--- config.mk ---
export PLATFORM = sky130hd
export DESIGN_NAME = charge_mode_ctrl
export DESIGN_NICKNAME = d
export VERILOG_FILES = /design/src/rtl/charge_mode_ctrl.sv
export SDC_FILE = /design/constraint.sdc
export NUM_CORES = 1
export LEC_CHECK = 0
export BUFFER_PORTS_ARGS = -buffer_cell sky130_fd_sc_hd__buf_2
export CORE_AREA = 2 2 39 41
export CTS_BUF_LIST = sky130_fd_sc_hd__clkbuf_8
export CTS_CLUSTER_DIAMETER = 50
export DETAILED_ROUTE_END_ITERATION = 12
export DIE_AREA = 0 0 41 43
export SLEW_MARGIN = 10
export SYNTH_ARGS = -nofsm -noshare
export SYNTH_HDL_FRONTEND = slang
export SYNTH_SLANG_ARGS = --single-unit
--- constraint.sdc ---
create_clock -name clk -period 2.5 [get_ports clk]
set_input_delay 0.25 -clock clk [delete_from_list [all_inputs] [get_ports clk]]
set_output_delay 0.25 -clock clk [all_outputs]
set_load 0.01 [all_outputs]
--- src/rtl/charge_mode_ctrl.sv ---
module charge_mode_ctrl #(
  parameter int NDV_RUN = 2
) (
  input  logic clk,
  input  logic rst_n,
  input  logic win_in,
  input  logic dv_smp,
  input  logic dv_drop,
  input  logic hold_done,
  input  logic tmr_done,
  input  logic temp_cold,
  input  logic temp_hot,
  input  logic sup_ok,
  input  logic sup_rise,
  output logic fast_o,
  output logic clr_o
);
  localparam int CW = $clog2(NDV_RUN + 1);
  localparam logic [CW-1:0] LAST = CW'(NDV_RUN - 1);

  logic          win_q;
  logic [CW-1:0] run_q, run_d;
  logic          full_q, tmo_q, hot_q;
  logic          full_d, tmo_d, hot_d;
  logic          fast_d;

  wire entry   = win_in & ~win_q;
  wire rs_evt  = entry | sup_rise;
  wire wipe    = rs_evt | ~sup_ok;
  wire counted = dv_smp & dv_drop & hold_done;
  wire run_hit = counted & (run_q == LAST);

  always_comb begin
    if (wipe)
      run_d = '0;
    else if (dv_smp)
      run_d = (counted && !run_hit) ? run_q + 1'b1 : '0;
    else
      run_d = run_q;
  end

  assign full_d = ~wipe & (full_q | run_hit);
  assign tmo_d  = ~wipe & (tmo_q  | tmr_done);
  assign hot_d  = ~wipe & (hot_q  | temp_hot);

  assign fast_d = sup_ok & win_in & ~tmr_done & ~temp_cold & ~temp_hot
                & ~full_d & ~tmo_d & ~hot_d;

  always_ff @(posedge clk or negedge rst_n) begin
    if (!rst_n) begin
      win_q  <= 1'b0;
      run_q  <= '0;
      full_q <= 1'b0;
      tmo_q  <= 1'b0;
      hot_q  <= 1'b0;
      fast_o <= 1'b0;
      clr_o  <= 1'b0;
    end else begin
      win_q  <= win_in;
      run_q  <= run_d;
      full_q <= full_d;
      tmo_q  <= tmo_d;
      hot_q  <= hot_d;
      fast_o <= fast_d;
      clr_o  <= rs_evt | ~sup_ok;
    end
  end
endmodule


### After elaboration in Yosys (flattened, before gate mapping)

Index checks and enable logic that the tools add are counted.

* add/subtract/negate cells: 1
* equal/unequal tests: 1
* mux-type cells: 3
* bitwise operators: 28
* reductions and logical operators: 3

Operators with widths (number)
* AND 1 bit: 14
* NOT 1 bit: 9
* two-way mux 2 bit: 3
* bitwise OR 1 bit: 5
* adder 2 x 1 -> 2 bit, second input constant: 1
* == test 2 x 1 -> 1 bit, second input constant: 1
* nonzero test 2 bit: 1
* logical AND 1 bit: 1
* logical NOT 1 bit: 1

* flip-flop bits (word level): 8
* logic and storage cells: 43

### Logic depth before layout (Yosys ltp)

Gate-level depths: netlist of run 1.

* depth after elaboration: 10
* depth in mapped cells: 5

### Least setup slack after synthesis of run 1

Ideal clock, no wire load.

* path type: reg2reg
* start point: register run_q[0]
* end point: register fast_o
* arrival time: 1.082 ns
* path slack: 1.353 ns
* cell stages (with the launch flop): 5
* buffers on the path: 0
* path through: dfrtp_1 ha_1 a41oi_1 and3_1 o211a_1

* word-level cells in the longest chain between the ends: 8

RTL lines
* from (decl): RTL line 22 `logic [CW-1:0] run_q, run_d;`
* from (signal assigned): RTL line 60 `run_q <= run_d;`
* == test 2 x 1 -> 1 bit: RTL line 31 `wire run_hit = counted & (run_q == LAST);`
* AND 1 bit: RTL line 31
* bitwise OR 1 bit: RTL line 42 `assign full_d = ~wipe & (full_q | run_hit);`
* AND 1 bit: RTL line 42
* NOT 1 bit: RTL line 47 `& ~full_d & ~tmo_d & ~hot_d;`
* AND 1 bit (3 in series): RTL line 47
* named net fast_d: RTL line 25 `logic fast_d;`
* to (signal assigned): RTL line 64 `fast_o <= fast_d;`
* to (decl): RTL line 15 `output logic fast_o,`

The timed path passes the listed nets, and every way through them passes these cells.
A chain may end at the register's enable or synchronous reset.

### Worst setup path in the final report of run 1

Ends and elaborated chain as after synthesis.

==> results of run 1 <==
[worst max-delay path: stages, from the launching register on]
cell and delay [ns]:
dfrtp_1 0.40, ha_1 0.22, a41oi_1 0.24, and3_1 0.18
o211a_1 0.13
[sequential cells by signal (all words and copies together) (netlist names)]
signal,count
win_q,1
hot_q,1
clr_o,1
tmo_q,1
run_q,2
full_q,1
fast_o,1
[cells by family (layout without fill, tap and decap cells)]
family / count (synthesis) / after routing / synth area share
simple gates: 14 / 14 / 0.266
compound gates: 4 / 4 / 0.0861
fa+ha+maj: 1 / 1 / 0.0374
buf+inv: 1 / 17 / 0.0112
flops: 8 / 8 / 0.599
[area by class of cell]
type,instances,area (µm²),share of cell area
Clock buffer,3,41.3,0.0887
Multi-Input combinational cell,19,130,0.280
Inverter,1,3.75,0.00806
Timing Repair Buffer,13,70.1,0.151
Sequential cell,8,200,0.430
Tap cell,16,20.0,0.0430
[through the flow]
step                setup slack [ns]  power, µW  hold slack [ns]   util  area [µm²]
floorplan                       1.35        145          -0.0456      -         334
global placement                1.30        159            0.103  0.299         414
detailed placement              1.29        159            0.105  0.299         414
CTS                             1.28        315            0.162  0.336         465
global route                    1.16        325            0.165  0.336         465
finish                          1.28        309            0.161  0.336         465
[power groups by stage]
| stage | logic (µW) | clock network [µW] | registers (µW) |
|---|---|---|---|
| 2_1_floorplan | 7.94 | 0 | 137 |
| 3_3_place_gp | 23.1 | 0 | 136 |
| 3_5_place_dp | 23.2 | 0 | 136 |
| 4_1_cts | 24.6 | 156 | 134 |
| 5_1_grt | 26.9 | 164 | 135 |
| 6_report | 24.0 | 151 | 134 |
[worst max-delay path by stage]
stage / startpoint / endpoint / slack [ns]
after floorplan: run_q[0] / fast_o / 1.35
after global placement: run_q[0] / fast_o / 1.30
after detailed placement: run_q[0] / fast_o / 1.29
after CTS: run_q[0] / fast_o / 1.28
after global routing: run_q[1] / fast_o / 1.16
final: run_q[0] / fast_o / 1.28
[layout by cell type, fill, tap and decap left out, drive strengths merged, types with 2 or more instances in the layout]
master	count
buf	12
clkbuf	3
dfrtp	8
nand2b	3
nor2	5
a21oi	2
nand3b	3
[what timing repair did]
action | 4_1_cts | 5_1_grt
resized for setup | 0 | 0
hold buffers | 1 | 0
hold endpoints to repair | 8 | 0
[routing by layer]
metal,global-route usage,wire length [µm],up-vias
li1,-,-,131
met1,0.101,283,129
met2,0.144,313,7
met3,0.0157,30,2
met4,0.120,20,0
met5,0,0,-
==> results_dict.tcl, run 1 <==
set metrics [dict create \
    cts_setup_buffers 0 \
    cap_violations 0 \
    p_seq_frac 0.435 \
    root_buffer "clkbuf_8" \
    slew_headroom 0.797 \
    hold_class "primary input to flop" \
    grt_pass1_vias 292 \
    netlist_top_cells_count "dfrtp_1 (8), nor2_1 (5), nand3b_1 (3)" \
    dieArea_mm2 0.00176 \
    start_util 0.241 \
    drive_above_1_share 0.386 \
    tightest_slew_ns 0.303 \
    hp-start "win_in" \
    final_nets 58 \
    die_h_um 43 \
    cts_tree "done" \
    synth_edf_count 0 \
    combinationalPowerShare 0.078 \
    post-route-period-util 0.489 \
    grt_usage 0.0989 \
    fp.dieW_um 41 \
    fillers 148 \
    clock_latency_ns 0.22 \
    worst_r2r_endpoint "fast_o" \
    clockPowerShare 0.488 \
    crit_required_ns 2.66 \
    ff2ff_setup_slack_ns 1.28 \
    gr-total-overflow 0 \
    synth_seq_cells 8 \
    synth_cells 28 \
    reg2reg_from "run_q[0]" \
    worstRegToRegCells 4 \
    synth-main-ff-cell "dfrtp_1" \
    area_delta_synth_final_pct 39.3 \
    outcome "completed" \
    cts.sinks 8 \
    synth.largest_area_cell "dfrtp_1" \
    avgSynthCellArea_um2 11.9 \
    fin_skew_ns 0.00177 \
    port_buffers 12 \
    coreArea_mm2 0.00138 \
    max_freq_ghz 0.818 \
    path_clk_slew_ns 0.04 \
    whs_endpoint "win_q" \
    slew_viol_final 0 \
    power.internal_uw 250 \
    ys_warn_count 0 \
    async_flop_share 1.00 \
    clockBufferDepth 2 \
    drt_iter0_markers 0 \
    finalCriticalPeriod_ns 1.22 \
    path_max_fanout 3 \
    drtAntennaViolNets 0 \
    ys_seq_area_frac 0.599 \
    place.gp.congestion 0.676 \
    ir_worst_vdd_mv 0.171 \
    cp-end-kind "flop" \
    synthTopCellsByArea "dfrtp_1 (60%), nand3b_1 (6.7%), nor2_1 (5.6%), nand2b_2 (5.2%), ha_1 (3.7%)" \
    arrival_ns 1.39 \
    wl_um 648 \
    via_per_inst 4.48 \
    switching_share 0.193 \
    dp.cells 56 \
    p_switching_uw 59.7 \
    grt_pass1_wl_um 1100 \
    grt_max_degree 9 \
    antenna_found_initial 0 \
    finalHoldViolCount 0 \
    rsz0062_at_grt "no" \
    yosysUniqueCellTypes 13 \
    wl_per_cell_um 10.8 \
    p_leak_uw 0.000227 \
    htree_num_levels 1 \
    power_density_mw_per_mm2 664 \
    crit_type "flop to flop" \
    setup_violations 0 \
    placementRows 14 \
    netlist_area_um2 334 \
    fin_cells 60 \
    start_kind "flop" \
    yosysMostFrequentCell "dfrtp_1" \
    antenna_cells 0 \
    syn_nets 40 \
    vias 269 \
    fin_setup_tns_ns 0 \
    dp_hpwl_um 495 \
    hold_depth 1 \
    ios 13 \
    drc_errors 0 \
    drtPass1Iterations 1 \
    cts_buffers 3 \
    synth_top_area_frac 0.599 \
]
Note: power is estimated with default switching activity, not from simulation.
==> inputs of run 2 (changes only) <==
clock period = 1.1 ns   (was 2.5 ns; I/O delays follow)
==> results_dict.tcl, run 2 (synthesis gave the netlist of run 1 again) <==
set metrics [dict create \
    outcome "finished with violations" \
    violations "negative setup slack" \
    post-route-period-util 1.08 \
    critPathTopFamily "flip-flops" \
    clockBufferDepth 2 \
    fin_skew_ns 0.00395 \
    ir_worst_vdd_mv 0.478 \
    drive_above_1_share 0.489 \
    coreArea_mm2 0.00138 \
    power_density_mw_per_mm2 1410 \
    antenna_found_initial 0 \
    root_buffer "clkbuf_8" \
    grt_max_degree 9 \
    busiest_layer "met1" \
    finalCriticalPeriod_ns 1.18 \
    cts_buffers 3 \
    p_switching_uw 136 \
    clockPowerShare 0.482 \
    cp_num_buf_inv 1 \
    globalRouteMet2Util 0.128 \
    clock_latency_ns 0.22 \
    rsz0062_at_grt "yes" \
    cap_violations 0 \
    arrival_ns 1.29 \
    p_leak_uw 0.000241 \
    drtAntennaViolNets 0 \
    wl_um 697 \
    max_freq_ghz 0.845 \
    antenna_cells 0 \
    placementRows 14 \
    final_nets 61 \
    cts_tree "done" \
    place.gp.congestion 0.624 \
    power.internal_uw 570 \
    wl_per_cell_um 11.1 \
    use_met3 0.0419 \
    drtPass1Iterations 3 \
    grt_pass1_vias 292 \
    tightest_slew_ns 0.255 \
    p_seq_frac 0.433 \
    gr-total-overflow 0 \
    slowest_stage "dfrtp_1" \
    fp.dieW_um 41 \
    use_met1 0.151 \
    dp_hpwl_um 533 \
    largest_register_ffs 2 \
    dieArea_mm2 0.00176 \
    slew_headroom 0.828 \
    die_h_um 43 \
    finalHoldViolCount 0 \
    grt_usage 0.108 \
    vias 273 \
    final_cell_mix "buf_2 (12), dfrtp_1 (8), nor2_1 (5)" \
    htree_num_levels 1 \
    dp.cells 58 \
    crit_required_ns 1.20 \
    path_max_fanout 2 \
    setup_violations 1 \
    via_per_inst 4.33 \
    slew_viol_final 0 \
    fin_cells 63 \
    crit_path_cell_trace "inv_1 > ha_2 > a41oi_2 > and3_1 > o211a_1" \
    start_util 0.241 \
    fin_ws_ns -0.0832 \
    place_area_um2 439 \
    hold_class "primary input to flop" \
    port_buffers 12 \
    crit_path_max_incr_delay_ns 0.37 \
    combinationalPowerShare 0.085 \
    start_kind "flop" \
    grt_pass1_wl_um 1220 \
    drt_iter0_markers 4 \
    crit_type "flop to flop" \
    drc_errors 0 \
    final_cell_area_um2 502 \
    cp-end-kind "flop" \
    ios 13 \
    cts.sinks 8 \
    area_delta_synth_final_pct 50.2 \
    largest-register "run_q" \
    layout_commonest_cell "buf_2" \
    p_total_uw 706 \
    switching_share 0.192 \
    path_clk_slew_ns 0.04 \
]
[run 2: cell count changes in the layout (fill, tap and decap cells not counted), sizes merged]
cell	previous run	this run
buf	12	15
[run 2: routing by layer]
layer | share of wire | wire (µm)
met1 | 0.48 | 332
met2 | 0.43 | 297
met3 | 0.096 | 67
met4 | 0 | 0
met5 | 0 | 0
[run 2: what timing repair did]
item	in CTS	in global routing
pin swaps	2	0
buffers inserted	1	0
gates resized for setup	0	1
hold buffers	1	0
hold endpoints to repair	8	0
setup endpoints to repair	2	3
[run 2: layout make-up]
| class | instances | area (µm²) |
|---|---|---|
| clock buffer | 3 | 41.3 |
| fill | 143 | 882 |
| inverter | 1 | 3.75 |
| multi-input combinational | 19 | 144 |
| sequential | 8 | 200 |
| tap | 16 | 20.0 |
| timing repair buffer | 16 | 92.6 |
[run 2: path summary, 6_finish.rpt]
| kind | start | end | slack (ns) | cells after the start |
|---|---|---|---|---|
| worst max-delay path | run_q[1] | fast_o | -0.08 | 5 |
| worst min-delay path | win_in | win_q | 0.03 | 1 |
| worst max register to register | run_q[1] | fast_o | -0.08 | 5 |
| worst min register to register | hot_q | hot_q | 0.48 | 2 |
| max in group asynchronous | rst_n | fast_o | 0.66 | 2 |
| min in group asynchronous | rst_n | hot_q | 0.26 | 2 |
[run 2: worst register-to-register path, stage by stage (launching register included)]
cell and delay, ns:
dfrtp_1 0.37, inv_1 0.06, ha_2 0.17, a41oi_2 0.10, and3_1 0.17, o211a_1 0.20
[run 2: power groups by stage]
stage          Clock [µW]  Combinational, µW  Sequential [µW]
6_report              340               60.2              306
5_1_grt               372               68.9              306
4_1_cts               355               60.9              306
3_5_place_dp            0               57.8              310
3_3_place_gp            0               57.1              310
2_1_floorplan           0               18.2              311
[run 2: through the flow]
stage	hold slack [ns]	utilization	worst slack [ns]	TNS [ns]
2_1_floorplan	-0.186	-	-0.0392	-0.0392
3_3_place_gp	-0.0364	0.317	-0.0916	-0.0916
3_5_place_dp	-0.0358	0.317	-0.123	-0.135
4_1_cts	0.0201	0.360	-0.0956	-0.0973
5_1_grt	0.0274	0.363	-0.191	-0.303
6_report	0.0260	0.363	-0.0832	-0.0832
==> inputs of run 3 (changes only) <==
clock period = 1.15 ns   (was 1.1 ns; I/O delays follow)
==> results_dict.tcl, run 3 (synthesis gave the netlist of run 1 again) <==
set metrics [dict create \
    outcome "finished with violations" \
    violations "negative setup slack" \
    crit_type "flop to flop" \
    crit_required_ns 1.26 \
    slew_headroom 0.807 \
    dp_worst_setup_slack_ns -0.0669 \
    slew_viol_final 0 \
    fin_util 0.354 \
    fp.dieW_um 41 \
    rsz0062_at_grt "yes" \
    path_clk_slew_ns 0.04 \
    hold_depth 1 \
    critPathTopFamily "flip-flops" \
    crit_path_max_incr_delay_ns 0.38 \
    cts_tree "done" \
    placementRows 14 \
    coreArea_mm2 0.00138 \
    cp-end-kind "flop" \
    final_nets 60 \
    htree_num_levels 1 \
    antenna_cells 0 \
    final_cell_mix "buf_2 (12), dfrtp_1 (8), nor2_1 (5)" \
    grt_usage 0.100 \
    fin_setup_tns_ns -0.0600 \
    drc_errors 0 \
    fin_skew_ns 0.00142 \
    max_freq_ghz 0.826 \
    worstRegToRegCells 5 \
    finalHoldViolCount 0 \
    drtPass1Iterations 1 \
    clockBufferDepth 2 \
    area_delta_synth_final_pct 46.8 \
    fillers 151 \
    vias 280 \
    clock_latency_ns 0.22 \
    place.gp.congestion 0.684 \
    drtAntennaViolNets 0 \
    grt_pass1_vias 285 \
    die_h_um 43 \
    power_density_mw_per_mm2 1370 \
    largest-register "run_q" \
    via_per_inst 4.52 \
    p_leak_uw 0.000236 \
    tightest_slew_ns 0.285 \
    gr-total-overflow 0 \
    ios 13 \
    cp_num_buf_inv 1 \
    cts.sinks 8 \
    start_util 0.241 \
    dieArea_mm2 0.00176 \
    reg2reg_from "run_q[1]" \
    cts_buffers 3 \
    cp-startpoint "run_q[1]" \
    root_buffer "clkbuf_8" \
    slowest_stage "dfrtp_1" \
    hold_class "primary input to flop" \
    ir_worst_vdd_mv 0.419 \
    cap_violations 0 \
    hp-start "win_in" \
    fin_cells 62 \
    drive_above_1_share 0.457 \
    drt_iter0_markers 0 \
    finalCriticalPeriod_ns 1.21 \
    grt_pass1_wl_um 1070 \
    path_max_fanout 2 \
    arrival_ns 1.32 \
    grt_max_degree 9 \
    fin_ws_ns -0.0600 \
    crit_path_cell_trace "inv_1 > ha_2 > a41oi_2 > and3_1 > o211a_1" \
    layout_commonest_cell "buf_2" \
    regArea_um2 200 \
    crit_cells 5 \
    multi_input_area_um2 140 \
    post-route-period-util 1.05 \
    largest_register_ffs 2 \
    wl_um 665 \
    wl_per_cell_um 10.7 \
    antenna_found_initial 0 \
    port_buffers 12 \
    dp.cells 58 \
    start_kind "flop" \
    setup_violations 1 \
]
[run 3: cell types whose count changed in the layout (fill, tap and decap cells not counted)]
cell     change
buf_4        -1
a21oi_1      +1
a21oi_2      -1
[run 3: timing repair]
action                                 4_1_cts  5_1_grt
hold buffers                                 1        0
endpoints found under the hold margin        8        0
resized for setup                            0        2
setup endpoints to repair                    1        4
setup buffers                                0        0
[run 3: stage by stage]
stage / hold slack, ns / area (µm²) / total power [µW]
after floorplan: -0.181 / 334 / 315
after global placement: -0.0329 / 429 / 347
after detailed placement: -0.0299 / 429 / 348
after CTS: 0.0241 / 480 / 685
after global routing: 0.0250 / 490 / 700
final: 0.0257 / 490 / 674
[run 3: final cells by class]
type,instances,share of cell area
Sequential cell,8,0.408
Inverter,1,0.00765
Multi-Input combinational cell,19,0.286
Timing Repair Buffer,15,0.173
Clock buffer,3,0.0842
Tap cell,16,0.0408
[run 3: final timing paths]
| check | to | slack [ns] |
|---|---|---|
| min | win_q | 0.03 |
| max in group asynchronous | run_q[1] | 0.73 |
| max | fast_o | -0.06 |
| max reg2reg | fast_o | -0.06 |
| min in group asynchronous | fast_o | 0.26 |
| min reg2reg | tmo_q | 0.47 |
[run 3: where the power goes]
part	internal, µW	switching (µW)	total, µW
logic	27.3	27.0	54.3
clock network	226	102	328
registers	290	2.02	292
[run 3: layer usage]
metal,part of all wire,global-route usage,vias up
met5,0,0,-
met4,0.048,0.140,0
met3,0.057,0.0314,4
met2,0.47,0.138,9
met1,0.42,0.0924,133
li1,-,-,134
